**config.mk**
```make
export PLATFORM = sky130hd
export DESIGN_NAME = probe_capture
export DESIGN_NICKNAME = d
export VERILOG_FILES = /design/src/rtl/probe_capture_pkg.sv /design/src/rtl/probe_trigger.sv /design/src/rtl/capture_ram.sv /design/src/rtl/probe_capture.sv
export SDC_FILE = /design/constraint.sdc
export NUM_CORES = 1
export LEC_CHECK = 0
export BUFFER_PORTS_ARGS = -buffer_cell sky130_fd_sc_hd__buf_2
export CORE_MARGIN = 4
export CORE_UTILIZATION = 48
export CTS_BUF_LIST = sky130_fd_sc_hd__clkbuf_4 sky130_fd_sc_hd__clkbuf_8
export CTS_CLUSTER_DIAMETER = 100
export DETAILED_ROUTE_END_ITERATION = 8
export PLACE_DENSITY = 0.67
export SETUP_SLACK_MARGIN = 0.4
export SYNTH_ARGS = -nofsm -noshare
export SYNTH_HDL_FRONTEND = slang
export SYNTH_SLANG_ARGS = --single-unit
export TNS_END_PERCENT = 20
```
**constraint.sdc**
```tcl
create_clock -name clk -period 3.4 [get_ports clk]
set_input_delay 0.17 -clock clk [delete_from_list [all_inputs] [get_ports clk]]
set_output_delay 0.17 -clock clk [all_outputs]
set_load 0.005 [all_outputs]
```
**src/rtl/probe_capture_pkg.sv**
```systemverilog
package probe_capture_pkg;

    typedef enum logic [1:0] {
        ST_IDLE  = 2'd0,
        ST_ARMED = 2'd1,
        ST_POST  = 2'd2,
        ST_DONE  = 2'd3
    } cap_state_t;

    localparam logic [2:0] COND_ANY  = 3'd0;
    localparam logic [2:0] COND_RISE = 3'd1;
    localparam logic [2:0] COND_FALL = 3'd2;
    localparam logic [2:0] COND_HIGH = 3'd3;
    localparam logic [2:0] COND_LOW  = 3'd4;

endpackage

```
**src/rtl/probe_trigger.sv**
```systemverilog
module probe_trigger
    import probe_capture_pkg::*;
#(
    parameter int CH = 4
) (
    input  logic            clk,
    input  logic            rst_n,
    input  logic [CH-1:0]   cur,
    input  logic [3*CH-1:0] cfg,
    output logic            hit
);

    logic [CH-1:0] prev_q;
    logic [CH-1:0] ch_ok;

    // previous sample, held every clock for edge detection
    always_ff @(posedge clk) begin
        if (!rst_n) prev_q <= '0;
        else        prev_q <= cur;
    end

    for (genvar i = 0; i < CH; i++) begin : g_chan
        logic [2:0] code;
        assign code = cfg[3*i +: 3];
        always_comb begin
            case (code)
                COND_RISE: ch_ok[i] =  cur[i] && !prev_q[i];
                COND_FALL: ch_ok[i] = !cur[i] &&  prev_q[i];
                COND_HIGH: ch_ok[i] =  cur[i];
                COND_LOW:  ch_ok[i] = !cur[i];
                default:   ch_ok[i] = 1'b1;
            endcase
        end
    end

    assign hit = &ch_ok;

endmodule

```
**src/rtl/capture_ram.sv**
```systemverilog
module capture_ram #(
    parameter int W     = 4,
    parameter int DEPTH = 16,
    localparam int AW   = $clog2(DEPTH)
) (
    input  logic          clk,
    input  logic          we,
    input  logic [AW-1:0] waddr,
    input  logic [W-1:0]  wdata,
    input  logic [AW-1:0] raddr,
    output logic [W-1:0]  rdata
);

    logic [W-1:0] mem [DEPTH];

    always_ff @(posedge clk) begin
        if (we) mem[waddr] <= wdata;
        rdata <= mem[raddr];
    end

endmodule

```
**src/rtl/probe_capture.sv**
```systemverilog
module probe_capture
    import probe_capture_pkg::*;
#(
    parameter int CH    = 4,
    parameter int DEPTH = 16,
    localparam int AW   = $clog2(DEPTH)
) (
    input  logic            clk,
    input  logic            rst_n,
    input  logic            arm,
    input  logic [CH-1:0]   probe,
    input  logic [3*CH-1:0] cond_cfg,
    input  logic [AW-1:0]   post_len,
    input  logic [AW-1:0]   rd_idx,
    output logic [CH-1:0]   rd_data,
    output logic [AW-1:0]   trig_idx,
    output logic [1:0]      status,
    output logic            done
);

    localparam logic [AW-1:0] LAST_POS = AW'(DEPTH - 1);
    localparam logic [AW:0]   FULL_CNT = (AW+1)'(DEPTH);

    cap_state_t    state_q, state_d;
    logic [AW-1:0] wr_ptr_q, trig_addr_q, post_q, pre_q, left_q;
    logic [AW:0]   fill_q;
    logic          wr_en, fire, trig_hit, prefill_ok;

    probe_trigger #(.CH(CH)) u_trig (
        .clk   (clk),
        .rst_n (rst_n),
        .cur   (probe),
        .cfg   (cond_cfg),
        .hit   (trig_hit)
    );

    capture_ram #(.W(CH), .DEPTH(DEPTH)) u_ram (
        .clk   (clk),
        .we    (wr_en),
        .waddr (wr_ptr_q),
        .wdata (probe),
        .raddr (wr_ptr_q + rd_idx),
        .rdata (rd_data)
    );

    assign prefill_ok = fill_q >= {1'b0, pre_q};

    // state register
    always_ff @(posedge clk) begin
        if (!rst_n) state_q <= ST_IDLE;
        else        state_q <= state_d;
    end

    // next state and write strobes
    always_comb begin
        state_d = state_q;
        wr_en   = 1'b0;
        fire    = 1'b0;
        unique case (state_q)
            ST_IDLE: begin
                if (arm) state_d = ST_ARMED;
            end
            ST_ARMED: begin
                if (!arm) begin
                    wr_en = 1'b1;
                    if (trig_hit && prefill_ok) begin
                        fire    = 1'b1;
                        state_d = (post_q == '0) ? ST_DONE : ST_POST;
                    end
                end
            end
            ST_POST: begin
                if (arm) state_d = ST_ARMED;
                else begin
                    wr_en = 1'b1;
                    if (left_q == AW'(1)) state_d = ST_DONE;
                end
            end
            ST_DONE: begin
                if (arm) state_d = ST_ARMED;
            end
        endcase
    end

    // capture datapath
    always_ff @(posedge clk) begin
        if (!rst_n) begin
            wr_ptr_q    <= '0;
            trig_addr_q <= '0;
            post_q      <= '0;
            pre_q       <= LAST_POS;
            left_q      <= '0;
            fill_q      <= '0;
        end else if (arm) begin
            wr_ptr_q <= '0;
            fill_q   <= '0;
            post_q   <= post_len;
            pre_q    <= LAST_POS - post_len;
        end else begin
            if (wr_en) begin
                wr_ptr_q <= wr_ptr_q + AW'(1);
                if (fill_q < FULL_CNT) fill_q <= fill_q + 1'b1;
            end
            if (fire) begin
                trig_addr_q <= wr_ptr_q;
                left_q      <= post_q;
            end else if (state_q == ST_POST) begin
                left_q <= left_q - AW'(1);
            end
        end
    end

    assign trig_idx = trig_addr_q - wr_ptr_q;
    assign status   = state_q;
    assign done     = (state_q == ST_DONE);


    idle_arm_chk: assert property (@(posedge clk) disable iff (!rst_n)
        arm |=> state_q == ST_ARMED);


    done_hold_chk: assert property (@(posedge clk) disable iff (!rst_n)
        (state_q == ST_DONE && !arm) |=> state_q == ST_DONE);


    prefill_gate_chk: assert property (@(posedge clk) disable iff (!rst_n)
        ($past(state_q) == ST_ARMED && !$past(arm) && state_q != ST_ARMED)
        |-> $past(fill_q) >= {1'b0, $past(pre_q)});


    trig_pos_chk: assert property (@(posedge clk) disable iff (!rst_n)
        (state_q == ST_DONE) |-> trig_idx == pre_q);

endmodule

```
# == After elaboration in Yosys (flattened, before gate mapping) ==
# Memories as Yosys holds them, arrays and structs flattened. A register that Yosys moved wholly into a read port is not among the register bits.
# Cells that the tools add are included.
# classes
addsub,6
order_cmp,2
eq_ne,24
n_mux,20
bitwise,2
reduce_logical,28
# ops
operator,count
equality test 3 x 2 -> 1 bit (second input constant),8
one-hot mux 1 bit (4 select lines),4
equality test 3 x 1 -> 1 bit (second input constant),4
equality test 3 bit (second input constant),4
two-way mux 2 bit,5
logical AND 1 bit,9
logical NOT 1 bit,8
two-way mux 1 bit,8
two-way mux 4 bit,2
AND reduction 4 bit,2
one-hot mux 2 bit (3 select lines),1
AND reduction 2 bit,3
OR reduction 2 bit,3
adder 5 x 1 -> 5 bit (second input constant),1
greater-or-equal comparator 5 x 4 -> 1 bit,1
< comparator 5 bit (second input constant),1
adder 4 x 1 -> 4 bit (second input constant),1
adder 4 bit,1
equality test 2 bit (second input constant),2
equality test 4 x 1 -> 1 bit (second input constant),1
logical NOT 4 bit,1
inequality test 2 bit (second input constant),2
subtractor 4 x 1 -> 4 bit (second input constant),1
subtractor 4 bit,1
other kinds (7),8
# totals
reg_bits,31
mem_bits_rw,64
inputBits,27
output_inout_bits,11
elab_cells,91
n_memories,1
# memory_table
name,words,word_bits,rd,rd_clocked_by_memory_dff,wr,line_no,rtl
u_ram.mem,16,4,1,1,1,capture_ram.sv:14,logic [W-1:0] mem [DEPTH];

# == Depth between registers and ports, before layout ==
# depth
word_depth,10
depth_mapped,9
depth_no_buf,8

# == Hierarchy ==
# From an unflattened synthesis, not the netlist that was laid out.
# hier_totals
hier_cells,343
hier_area_um2,4586.9
# by_module_without_submodules
module,n_inst,cells_per_inst,area_per_inst_um2,seq_area_each_um2
capture_ram,1,130,2666.3,2001.9
probe_capture,1,178,1605.3,540.5
probe_trigger,1,35,315.3,80.1

# == Least setup slack after synthesis ==
# No wires, ideal clock.
# synth_timing
kind,reg-to-reg
startpoint,register wr_ptr_q[0]
endpoint,"register u_ram.rdata[1], read port of u_ram.mem"
setup_time_ns,0.142
t_arrival_ns,2.359
required_time_ns,3.258
path_slack_ns,0.900
stages_incl_launch_ff,9
path_buffers,2
period_less_slack_ns,2.500
path_cell_list,dfxtp_1 > ha_1 > inv_1 > fa_1 > clkbuf_1 > clkbuf_1 > mux4_2 > a211oi_1 > a21oi_1
# synth_via
elab_chain_cells,1
# synth_lines
item,line_no,rtl
"start, declared",probe_capture.sv:25,"logic [AW-1:0] wr_ptr_q, trig_addr_q, post_q, pre_q, left_q;"
"start signal, assigned",probe_capture.sv:101,wr_ptr_q <= wr_ptr_q + AW'(1);
adder 4 bit,probe_capture.sv:42,".raddr (wr_ptr_q + rd_idx),"
"end, declared",capture_ram.sv:11,output logic [W-1:0] rdata
# Every way passes these cells.
# A chain may end at the register's enable or synchronous reset.

# == Final worst setup path ==
# Same ends and word-level chain as after synthesis.

==> summary.txt <==
Yosys
  – Post-synthesis adder-cell area fraction: 6.499%
  – EDFF count, synth: 64
  – Top FF cell, synth: edfxtp_1
  – Synth Instances: 353
  – Sequential-to-total area share from yosys stat: 58.71%
  – Mux share of post-synthesis cell area: 11.20%
  – Cell variety after synth: 45
  – Avg Cell Area, Syn: 12.65 µm²
  – Synth top area share: 43.03%
  – Top post-synthesis cells by count: 64 x edfxtp_1, 41 x nand2_1, 35 x dfxtp_1, 29 x nor2_1, 26 x inv_1
  – Largest family of logic cells by synthesized area: simple AND/OR/NAND/NOR gates
  – Async S/R FF share, synth: 0%
  – Synthesized flop and latch total: 99
  – Synth Area in Compound Gates: 6.275%
  – Simple-gate share of the synthesized area: 11.32%
  – Largest area contributor in the netlist: edfxtp_1
  – Area contributors post-synth: edfxtp_1 43%, dfxtp_1 16%, mux4_2 8.1%, ha_1 5.6%, nand2_1 3.4%
  – Post-Synthesis Cell Area: 4467 µm²
  – Synth Area in XOR/XNOR: 2.745%
  – Synth warn: 0
  – Most frequent cell after synthesis: edfxtp_1
  – Net Count, Synth: 402

Drt
  – Final antenna-violating net count: 0
  – DR WL/cell: 16.92 µm
  – TritonRoute pass-1 iters: 4
  – DRC Markers: 0
  – DR vias: 2808
  – 1st-iter DRT viols: 126
  – Via/cell ratio: 5.571
  – Total wire length: 8528 µm

Placed design
  – Final Wtd Congestion: 0.8111
  – Port Buffers: 37
  – Worst slack, placed: 0.6140 ns
  – Cell area after placement: 4755 µm²
  – Final HPWL DP: 6173 µm
  – DP Cell Count: 488

Finish
  – Multi-input gate area: 1699 µm²
  – Seq. cell area: 2623 µm²
  – Area delta synth->final: 10.76%
  – Final nets: 440
  – Fraction of layout cells with a size suffix above 1: 18.18%
  – N_diodes: 0
  – Core Util, Final: 55.64%
  – Non-filler cells, final: 504
  – Layout fillers: 746
  – Final Instance Area: 4947 µm²

STA
  – Final Skew: 0.01388 ns
  – Fin crit period: 2.774 ns
  – Final worst slack: 0.6260 ns
  – Max Freq: 360.5 MHz
  – Slew headroom: 46.75%
  – Period utilisation layout: 81.59%
  – Hold Fails Final Rpt: 0
  – Count of pins over their slew limit: 0
  – Slew @ Worst Pin: 0.7978 ns
  – Final TNS setup: 0 ns
  – Worst hold slack: 0.09476 ns
  – Unrepaired setup endpoints after global routing: false
  – Final setup fails: 0

Power and ir drop
  – Worst VDD drop: 0.2747 mV
  – Static Leak: 1.815 nW
  – Overall Power: 2.725 mW
  – Pwr Density: 550.7 nW/µm²

Global routing
  – GRT Overall Usage: 16.28%
  – Initial antenna violation count: 0
  – First-pass GRT wire length: 14030 µm
  – GRT overflow: 0
  – Largest net degree at the start of global routing: 32
  – Vias in the first global route: 2805

Clock tree
  – Clk sink count: 99
  – Clock buffer count from CTS: 9
  – Hold Buf Count CTS: 0
  – Worst-skew pair later-pin latency: 0.35 ns
  – Post-CTS Setup Bufs: 0
  – Clock Tree Buf Depth: 2
  – Clock transition at path regs: 0.10 ns
  – CTS root buf: clkbuf_8
  – Post-CTS resize count: 0
  – CTS tree: built
  – H-tree depth: 3

Floorplan
  – Top Ports: 38
  – Starting Density: 50.24%
  – Core Box Area: 8891 µm²
  – Die Y: 104.5 µm
  – Die area: 10910 µm²
  – Die W: 104.5 µm
  – # rows: 34

Setup path
  – Worst Path Required: 3.62 ns
  – Crit end category: flip-flop
  – CP Class: flip-flop to flip-flop
  – CP Launch Type: flip-flop
  – Arrival @ worst endpoint: 2.99 ns
  – Critical path peak fanout: 16

Flow run
  – # Max-Cap Violations: 0

Status
  – Status: finished, final reports clean

Min path
  – Worst hold path type: primary input to flip-flop
==> state kept, by name, indices dropped and copies added, names as in the netlist <==
register	cells
pre_q	4
fill_q	5
trig_addr_q	4
u_ram.mem	64
u_ram.rdata	4
u_trig.prev_q	4
post_q	4
status	2
left_q	4
wr_ptr_q	4
==> path summary, 6_finish.rpt <==
path	end	slack, ns	cells after the start	start
worst min-delay path	post_q[1]	0.09	3	post_len[1]
worst max-delay path	u_ram.rdata[1]	0.63	7	wr_ptr_q[0]
worst max register to register	u_ram.rdata[1]	0.63	7	wr_ptr_q[0]
worst min register to register	trig_addr_q[0]	0.46	2	trig_addr_q[0]
==> area by class of cell <==
type | instances | area share (%)
Clock buffer | 9 | 2.504
Clock inverter | 7 | 1.391
Inverter | 26 | 1.973
Multi-Input combinational cell | 216 | 34.35
Sequential cell | 99 | 53.01
Tap cell | 108 | 2.731
Timing Repair Buffer | 39 | 4.047
==> cell families after synthesis <==
logic type | Yosys count
buffers and inverters | 38
adder cells (fa/ha/maj) | 22
AO/OA/AOI/OAI | 42
flip-flops | 99
XOR/XNOR | 14
multiplexers | 30
AND/OR/NAND/NOR | 108
==> cell usage in the layout (no fill, tap or decap), drive strengths merged, types with 5 or more instances in the layout <==
cell type,count
edfxtp,64
nand2,41
buf,39
dfxtp,35
nor2,29
inv,26
ha,20
mux4,16
mux2i,14
nor3,12
xnor2,11
o21ai,10
a21oi,10
clkbuf,9
nor2b,6
clkinv,5
==> critical path, cell delays in order (launching register included) <==
cell and delay [ns]:
dfxtp_1 0.50, ha_1 0.24, inv_1 0.06, fa_1 1.01
mux4_2 0.40, nor2b_1 0.14, a211oi_1 0.23, a21oi_1 0.06
==> report_power, final <==
group / switching [mW] / internal (mW) / total [mW]
registers: 0.0457 / 1.35 / 1.39
logic: 0.311 / 0.294 / 0.605
clock network: 0.390 / 0.338 / 0.728
==> layer usage <==
| layer | up-vias | share of wire, % | GRT usage [%] | wire (µm) |
|---|---|---|---|---|
| met5 | - | 0 | 0 | 0 |
| li1 | 1349 | - | - | - |
| met1 | 1393 | 46 | 21.08 | 3918 |
| met4 | 0 | 1.0 | 6.268 | 89 |
| met3 | 7 | 4.0 | 2.483 | 345 |
| met2 | 59 | 49 | 27.54 | 4175 |
Power figures use the tool's default switching activity.
